### src/rtl/aes_round_shuffler.sv
module aes_round_shuffler #(
  parameter int NBYTE  = 16,
  parameter int NREAL  = 10,
  parameter int NDUMMY = 15,
  parameter int RW     = 11
) (
  input  logic                                 clk,
  input  logic                                 rst_n,
  input  logic                                 start,
  input  logic                                 cm_en,
  input  logic [RW-1:0]                        rnd_in,
  output logic [$clog2(NREAL+NDUMMY)-1:0]      round_idx,
  output logic                                 dummy,
  output logic [$clog2(NBYTE)-1:0]             byte_idx,
  output logic                                 byte_stb,
  output logic                                 done
);
  localparam int BW  = $clog2(NBYTE);
  localparam int NRD = NREAL + NDUMMY;
  localparam int RDW = $clog2(NRD);
  localparam int LW  = $clog2(NDUMMY + 1);
  localparam int SB  = BW - 1;

  typedef enum logic [1:0] {S_IDLE, S_WAIT, S_RUN} st_t;

  st_t            st;
  logic [RDW-1:0] lead_q, round_q;
  logic [BW-1:0]  off_q, step_q, pos_q, slot_q;
  logic [1:0]     dly_q;
  logic           done_q;

  logic [LW-1:0]  lead_raw;
  logic [RDW-1:0] lead_n;
  logic [BW-1:0]  off_n, step_n;

  assign lead_raw = rnd_in[LW-1:0];
  assign lead_n   = !cm_en ? '0 :
                    (int'(lead_raw) > NDUMMY) ? RDW'(NDUMMY) : RDW'(lead_raw);
  assign off_n    = cm_en ? rnd_in[LW +: BW] : '0;
  assign step_n   = cm_en ? {rnd_in[LW+BW +: SB], 1'b1} : BW'(1);

  always_ff @(posedge clk) begin
    if (!rst_n) begin
      st      <= S_IDLE;
      lead_q  <= '0;
      round_q <= '0;
      off_q   <= '0;
      step_q  <= BW'(1);
      pos_q   <= '0;
      slot_q  <= '0;
      dly_q   <= '0;
      done_q  <= 1'b0;
    end else begin
      done_q <= 1'b0;
      case (st)
        S_IDLE: if (start) begin
          lead_q  <= lead_n;
          off_q   <= off_n;
          step_q  <= step_n;
          pos_q   <= off_n;
          slot_q  <= '0;
          round_q <= '0;
          dly_q   <= lead_n[1:0];
          st      <= (lead_n[1:0] != 2'd0) ? S_WAIT : S_RUN;
        end
        S_WAIT: begin
          dly_q <= dly_q - 2'd1;
          if (dly_q == 2'd1) st <= S_RUN;
        end
        S_RUN: begin
          if (int'(slot_q) == NBYTE - 1) begin
            slot_q <= '0;
            pos_q  <= off_q;
            if (int'(round_q) == NRD - 1) begin
              st     <= S_IDLE;
              done_q <= 1'b1;
            end else begin
              round_q <= round_q + RDW'(1);
            end
          end else begin
            slot_q <= slot_q + BW'(1);
            pos_q  <= BW'(pos_q + step_q);
          end
        end
        default: st <= S_IDLE;
      endcase
    end
  end

  assign byte_stb  = (st == S_RUN);
  assign byte_idx  = pos_q;
  assign round_idx = round_q;
  assign done      = done_q;
  assign dummy     = byte_stb &&
                     ((round_q < lead_q) || (int'(round_q) >= int'(lead_q) + NREAL));
endmodule

### config.mk
export PLATFORM = sky130hd
export DESIGN_NAME = aes_round_shuffler
export DESIGN_NICKNAME = d
export VERILOG_FILES = /design/src/rtl/aes_round_shuffler.sv
export SDC_FILE = /design/constraint.sdc
export NUM_CORES = 1
export LEC_CHECK = 0
export CORE_MARGIN = 8
export CORE_UTILIZATION = 48
export DETAILED_ROUTE_END_ITERATION = 10
export PLACE_DENSITY = 0.75
export SYNTH_ARGS = -nofsm -noshare
export SYNTH_HDL_FRONTEND = slang
export SYNTH_SLANG_ARGS = --single-unit
### constraint.sdc
create_clock -name clk -period 1.7 [get_ports clk]
set_input_delay 0.34 -clock clk [delete_from_list [all_inputs] [get_ports clk]]
set_output_delay 0.34 -clock clk [all_outputs]
set_load 0.01 [all_outputs]
Yosys cells after proc, flatten, opt, wreduce, memory -nomap -nowiden
Cells that the tools add are included.

storage, ports and cells
  register bits after elaboration = 31
  input bits = 15
  output and inout port bits = 12
  logic and storage cells = 60

operators by class
  $add $sub $neg = 5
  $lt $le $gt $ge = 2
  eq/ne operators = 10
  multiplexer cells = 22
  reductions and logical operators = 12

operators with widths
  kind                                            count
  2-to-1 mux 4 bit                                7
  one-hot mux 4 bit (2 select lines)              2
  2-to-1 mux 5 bit                                3
  2-to-1 mux 2 bit                                6
  one-hot mux 5 bit (2 select lines)              1
  AND reduction 4 bit                             2
  adder 5 x 4 -> 6 bit (second input constant)    1
  greater-or-equal comparator 5 x 6 -> 1 bit      1
  != test 2 bit (second input constant)           3
  one-hot mux 2 bit (3 select lines)              1
  AND reduction 2 bit                             3
  nonzero test 2 bit                              3
  adder 5 x 1 -> 5 bit (second input constant)    1
  == test 5 x 4 -> 1 bit (second input constant)  1
  less-than comparator 5 bit                      1
  adder 4 x 1 -> 4 bit (second input constant)    1
  adder 4 bit                                     1
  == test 2 x 1 -> 1 bit (second input constant)  2
  == test 4 x 1 -> 1 bit (second input constant)  1
  != test 2 x 1 -> 1 bit (second input constant)  2
  one-hot mux 2 bit (2 select lines)              1
  AND reduction 3 bit                             1
  == test 2 bit (second input constant)           1
  zero test 2 bit                                 1
  4 further kinds                                 4

Longest topological paths before layout
Gate-level depths: netlist of run 1.

  depth in word-level cells = 5
  mapped depth = 6
  gate-level depth less buffers = 6

Worst setup path before layout of run 1
No wires, ideal clock.

  path kind = register to output
  start = register lead_q[1]
  end = output port dummy
  data arrival time = 1.387 ns
  data required time = 1.360 ns
  path slack = -0.027 ns
  stages on the path, launching flop included = 7
  cells stage by stage = dfxtp_1 ha_1 xor2_1 ha_1 a21o_1 a31oi_1 o21ai_0

between the ends
  longest elaborated chain between the ends = 4
  elaborated cells on any way between the ends = 5

ends and longest elaborated chain
  item                                        RTL line  RTL
  start, declared                             27        logic [RDW-1:0] lead_q, round_q;
  start signal, assigned                      57        lead_q <= lead_n;
  adder 5 x 4 -> 6 bit                        95        ((round_q < lead_q) || (int'(round_q) >= int'(lead_q) + NREAL));
  greater-or-equal comparator 5 x 6 -> 1 bit  95
  logical OR 1 bit (*)                        95
  logical AND 1 bit (*)                       94        assign dummy = byte_stb &&
  end, declared                               13        output logic dummy,

Mark *: on every way between the ends. The rest lies on a longest branch, timed or not.

Worst setup path in the final report of run 1
Ends and elaborated chain as after synthesis.

==> key figures, run 1 <==
Synthesis
  – Top_reg_cell synth: dfxtp_1
  – Synth top cells by count: dfxtp_1, nand2_1, a21oi_1, nand3_1, ha_1
  – Post-synth top area share: 0.331
  – Register area share after synthesis: 0.331
  – Number of synthesized flops with an enable pin: 0
  – Cell Area, Synth: 1750 um2
  – Async S/R FF share, synth: 0
  – Ranking of synthesized cells by area: dfxtp_1, ha_1, a21oi_1
  – Post-Syn Nets: 236
  – Synth area leader: dfxtp_1
  – Post-synthesis cell type count: 48
  – Count leader, synth: dfxtp_1
  – Syn Area/Cell: 8.55 um2
  – Mapped Cells: 205
  – Synth Register Bits: 29
  – Ys Warns: 0

Floorplan
  – Row count: 22
  – Die Y: 76.4 um
  – Starting Density: 0.490
  – Ports: 27
  – Die area: 5840 um2
  – Die Wd: 76.4 um
  – Core Area: 3580 um2

Worst hold path
  – Worst Hold Class: flop to flop
  – Hold Path Cell Cnt: 2
  – Hold_sp: off_q[2]

Routing
  – Via Count: 1635
  – Wire per inst: 13.8 um
  – Vias/cell: 5.38
  – DR iter-0 viols: 85
  – Final ANT Viol Nets: 0
  – Drc violations: 0
  – Drt pass-1 iters: 4
  – Total wire length: 4.19 mm

Critical path
  – Crit end category: output pin
  – Crit path depth: 8
  – Crit-path leading delay family: flip-flops
  – CP Launch Point: lead_q[1]
  – Type of origin of the critical path: flop
  – CP required: 1.36 ns
  – R2r endpoint: round_idx[2]
  – Worst setup path class: flop to output pin
  – FF-to-FF path depth: 5
  – R2R Setup Slk: 0.16 ns
  – Setup crit end: dummy
  – R2r startpoint: slot_q[0]
  – WP data arrival: 1.80 ns
  – Crit-path cells: buf_6, inv_1, ha_1, nor2b_1, o211ai_1, a32oi_1, o21ai_1, buf_2
  – Crit path buf inv count: 3
  – Crit path max-delay cell type: dfxtp_2
  – Critical Path Fanout Max: 4
  – Slowest stage delay, CP: 0.39 ns

Timing
  – Setup ws final: -0.441 ns
  – Final Cycle Share: 1.26
  – Worst-Margin Slew: 0.338 ns
  – Pins over their slew limit: 0
  – Final setup vio count: 1
  – Maximum clock frequency: 467 MHz
  – Final Skew: 0.00824 ns
  – Headroom to the max-slew limit: 0.769
  – Final Hold Vio Count: 0
  – RSZ-0062 raised after global routing: true
  – Fin crit period: 2.14 ns
  – Setup_tns: -0.441 ns

Status
  – Outcome: finished, violations left
  – Violated checks: negative setup slack

Clock network
  – Total CTS buffers: 5
  – Max Root-Sink Buffers: 2
  – Reg clk slew, reported paths: 0.10 ns
  – CTS Hold Buffers Added: 0
  – Clock latency on the worst-skew pair: 0.35 ns
  – Sink Count: 29
  – CTS tree: done
  – H-tree depth: 2
  – Clock tree root buffer cell: clkbuf_4

Layout
  – Fillers: 321
  – Util after Layout: 0.647
  – Post-route cell area: 2310 um2
  – Diode count: 0
  – Nets@finish: 286
  – Share of layout cells above drive strength 1: 0.207
  – Layout area overhead: 32.0%

Global routing
  – Grt ovf: 0
  – Initial antenna violation count: 0
  – Total track usage: 0.146
  – Largest net degree at the start of global routing: 18
  – Number of global-route vias before repair: 1597
  – First-pass GRT wire length: 7.13 mm

Place
  – Area after DPL: 2210 um2
  – Final Wtd Congestion: 0.789
  – HPWL after detailed placement: 3.19 mm
  – Setup WS pre-CTS: -0.526 ns
  – Port bufs: 26

Flow run
  – Maxcap violations: 0

Power
  – Peak supply drop: 0.683 mV
  – PD cells: 744 nW/um2
  – Leakage: 0.981 nW
## worst min-delay path: stages, from the launching register on
cell,delay (ns)
dfxtp_1,0.32
nand2_1,0.05
a21oi_1,0.05
## routing by layer
metal,share of wire,vias to the layer above,track usage
met5,0,-,0
met4,0.020,0,0.0577
met1,0.48,747,0.175
met3,0.046,11,0.0507
li1,-,837,-
met2,0.46,40,0.232
## stage by stage
stage                     cells  power, W  hold WS (ns)
after global placement      295   0.00122         0.439
final                       304   0.00172         0.456
after detailed placement    295   0.00123         0.444
after floorplan             205   0.00104         0.433
after CTS                   304   0.00172         0.458
after global routing        304   0.00182         0.489
## final cells by class
cell class                      count  area [um2]  area share
Clock buffer                        7        65.1      0.0281
Clock inverter                      1        5.00     0.00216
Inverter                           15        56.3      0.0243
Multi-Input combinational cell    150        1060       0.460
Sequential cell                    29         587       0.254
Tap cell                           48        60.1      0.0260
Timing Repair Buffer               54         475       0.206
## worst min path at each step
stage | end | slack (ns)
6_report | off_q[2] | 0.46
5_1_grt | off_q[2] | 0.49
4_1_cts | off_q[2] | 0.46
3_5_place_dp | off_q[0] | 0.44
3_3_place_gp | off_q[1] | 0.44
2_1_floorplan | off_q[0] | 0.43
## state kept, by name, indices dropped and copies added (netlist names)
name and cells:
slot_q 4, byte_idx 4, lead_q 4, round_idx 5
step_q 3, st 2, dly_q 2, done 1
off_q 4
## layout by cell type (no fill, tap or decap), types with 2 or more instances in the layout
cell type	count
o211ai_1	2
clkbuf_8	2
nor2_1	7
a21oi_1	21
ha_1	14
dlymetal6s2s_1	3
a211oi_1	3
a221oi_1	4
nor2b_1	2
clkdlybuf4s50_1	20
nand2b_4	2
a31oi_1	4
buf_4	27
xor2_1	2
xnor2_1	4
nor3_1	3
nand3_1	16
o21ai_0	6
dfxtp_1	24
o31ai_1	3
dfxtp_2	5
a21o_1	2
nand2b_1	2
nand2_1	25
inv_1	13
a22oi_1	3
clkbuf_4	5
o21bai_1	3
## what timing repair did
item	CTS	global route
setup buffers	1	0
pin swaps	3	1
endpoints found under the setup margin	4	7
cloned	0	0
resized for setup	11	9
## power by group
| group | total, W | internal (W) | leakage (nW) | switching, W |
|---|---|---|---|---|
| combinational | 0.000467 | 0.000229 | 0.701 | 0.000238 |
| sequential | 0.000754 | 0.000722 | 0.239 | 0.0000322 |
| clock | 0.000500 | 0.000239 | 0.0413 | 0.000261 |
| total | 0.00172 | 0.00119 | 0.981 | 0.000531 |
## cell families (layout without fill, tap and decap cells)
family	count (synthesis)	count (layout)	share of synthesized area
and+or+nand+nor	69	69	0.215
AOI/OAI and AO/OA	57	57	0.222
DFF	29	29	0.331
buffers and inverters	26	77	0.0714
adders and majority gates	16	16	0.118
xor gates and xnor gates	6	6	0.0300
muxes	2	2	0.0121
No activity file was read; power rests on OpenSTA's default activity.
==> inputs of run 2 (changes only) <==
SETUP_SLACK_MARGIN = 0.5   (was not set)
==> run 2 against run 1 <==
Hold slack better by 0.036 ns. Register-to-register slack got worse by 0.06 ns. Highest routed layer unchanged. Sequential share of layout area down 4.0 points. Sequential power rose by 1%. Largest cell class unchanged. The run still ends with negative setup slack left.
==> key figures, run 2 (synthesis results as in run 1) <==
Layout
  – Fillers: 207 (was 321)
  – Diode count: 0 (unchanged)
  – Final Non-Filler Cells: 320 (was 304)
  – Post-route cell area: 2910 um2 (was 2310 um2)
  – Most frequent cells in the layout: buf_6, nand2_1, buf_4 (was buf_4, nand2_1, dfxtp_1)
  – Share of layout cells above drive strength 1: 0.537 (was 0.207)
  – Util after Layout: 0.813 (was 0.647)
  – Commonest non-fill, non-tap cell in the layout: buf_6 (was buf_4)
  – Nets@finish: 302 (was 286)
  – Max reg flops: 5 (unchanged)
  – Layout area overhead: 66.0% (was 32.0%)

Floorplan
  – Die Y: 76.4 um (unchanged)
  – Core Area: 3580 um2 (unchanged)
  – Die Wd: 76.4 um (unchanged)
  – Starting Density: 0.490 (unchanged)
  – Row count: 22 (unchanged)
  – Die area: 5840 um2 (unchanged)
  – Ports: 27 (unchanged)

Global routing
  – Number of global-route vias before repair: 1735 (was 1597)
  – Met3 usage: 0.0448 (was 0.0507)
  – First-pass GRT wire length: 7.86 mm (was 7.13 mm)
  – Initial antenna violation count: 0 (unchanged)
  – M2 GR Usage: 0.265 (was 0.232)
  – Global routing's busiest layer: met2 (unchanged)
  – Grt ovf: 0 (unchanged)
  – Met1 usage: 0.189 (was 0.175)
  – Largest net degree at the start of global routing: 27 (was 18)
  – Total track usage: 0.160 (was 0.146)

Timing
  – Maximum clock frequency: 476 MHz (was 467 MHz)
  – Pins over their slew limit: 0 (unchanged)
  – Final Skew: 0.0222 ns (was 0.00824 ns)
  – Setup_tns: -0.401 ns (was -0.441 ns)
  – Final Hold Vio Count: 0 (unchanged)
  – Fin crit period: 2.10 ns (was 2.14 ns)
  – Worst-Margin Slew: 0.466 ns (was 0.338 ns)
  – Final Cycle Share: 1.24 (was 1.26)
  – Worst hold slack: 0.492 ns (was 0.456 ns)
  – Setup ws final: -0.401 ns (was -0.441 ns)
  – Final setup vio count: 1 (unchanged)
  – RSZ-0062 raised after global routing: true (unchanged)
  – Headroom to the max-slew limit: 0.688 (was 0.769)

Critical path
  – Worst setup path class: flop to output pin (unchanged)
  – WP data arrival: 1.76 ns (was 1.80 ns)
  – Critical Path Fanout Max: 2 (was 4)
  – Crit path max-delay cell type: dfxtp_2 (unchanged)
  – Slowest stage delay, CP: 0.33 ns (was 0.39 ns)
  – Crit-path cells: ha_2, xor2_1, ha_1, a21o_1, a31oi_1, o21ai_1, buf_2 (was buf_6, inv_1, ha_1, nor2b_1, o211ai_1, a32oi_1, o21ai_1, buf_2)
  – Crit end category: output pin (unchanged)
  – Type of origin of the critical path: flop (unchanged)
  – CP required: 1.36 ns (about the same)

Status
  – Outcome: finished, violations left (unchanged)
  – Violated checks: negative setup slack (unchanged)

Clock network
  – Clock latency on the worst-skew pair: 0.34 ns (was 0.35 ns)
  – H-tree depth: 2 (unchanged)
  – CTS Hold Buffers Added: 0 (unchanged)
  – Max Root-Sink Buffers: 2 (unchanged)
  – Sink Count: 29 (unchanged)
  – CTS tree: done (unchanged)
  – Clock tree root buffer cell: clkbuf_4 (unchanged)
  – Total CTS buffers: 5 (unchanged)
  – Reg clk slew, reported paths: 0.09 ns (was 0.10 ns)

Place
  – HPWL after detailed placement: 3.05 mm (was 3.19 mm)
  – Port bufs: 26 (unchanged)
  – Final Wtd Congestion: 0.803 (was 0.789)
  – Placed insts: 294 (was 295)
  – Area after DPL: 2290 um2 (was 2210 um2)

Routing
  – DR iter-0 viols: 163 (was 85)
  – Vias/cell: 5.67 (was 5.38)
  – Drt pass-1 iters: 4 (unchanged)
  – Drc violations: 0 (unchanged)
  – Total wire length: 5.60 mm (was 4.19 mm)
  – Via Count: 1813 (was 1635)
  – Final ANT Viol Nets: 0 (unchanged)
  – Wire per inst: 17.5 um (was 13.8 um)

Power
  – PD cells: 679 nW/um2 (was 744 nW/um2)
  – Leakage: 1.12 nW (was 0.981 nW)
  – Peak supply drop: 0.577 mV (was 0.683 mV)

Worst hold path
  – Worst Hold Class: flop to flop (unchanged)

Flow run
  – Maxcap violations: 0 (unchanged)
[run 2: path summary, 6_finish.rpt]
check | from | to | slack (ns) | depth (start not counted)
worst max-delay path | lead_q[1] | dummy | -0.40 | 7
worst min-delay path | off_q[1] | off_q[1] | 0.49 | 2
worst max register to register | st[0] | st[0] | 0.10 | 5
worst min register to register | off_q[1] | off_q[1] | 0.49 | 2
[run 2: where the power goes]
part	switching, W	total [W]	internal, W
logic	0.000378	0.000759	0.000380
clock network	0.000251	0.000455	0.000204
registers	0.0000398	0.000762	0.000722
total	0.000669	0.00197	0.00131
[run 2: stage by stage]
stage,setup WS (ns),total power (W)
finish,-0.401,0.00197
global route,-0.489,0.00206
CTS,-0.406,0.00184
detailed placement,-0.442,0.00125
global placement,-0.411,0.00124
floorplan,0.0481,0.00106
[run 2: area by class of cell]
class	instances	area, um2	share of cell area
Sequential cell	29	621	0.213
Inverter	15	63.8	0.0219
Timing Repair Buffer	70	686	0.236
Clock buffer	8	58.8	0.0202
Tap cell	48	60.1	0.0206
Multi-Input combinational cell	150	1420	0.488
[run 2: timing repair]
item	4_1_cts	5_1_grt
cloned	0	0
resized for setup	118	38
endpoints found under the setup margin	41	38
pin swaps	12	16
endpoints found under the hold margin	0	0
setup buffers	14	4
[run 2: worst max-delay path, delay by kind of cell (launching register included)]
kind | cells | cell delay [ns]
buffers and inverters | 1 | 0.14
xor gates and xnor gates | 1 | 0.14
adders and majority gates | 2 | 0.47
DFF | 1 | 0.33
AOI/OAI and AO/OA | 3 | 0.37
[run 2: layer usage]
metal  part of all wire  wire, um
met4              0.033       184
met5                  0         0
met3              0.043       241
met2               0.49      2760
met1               0.43      2410
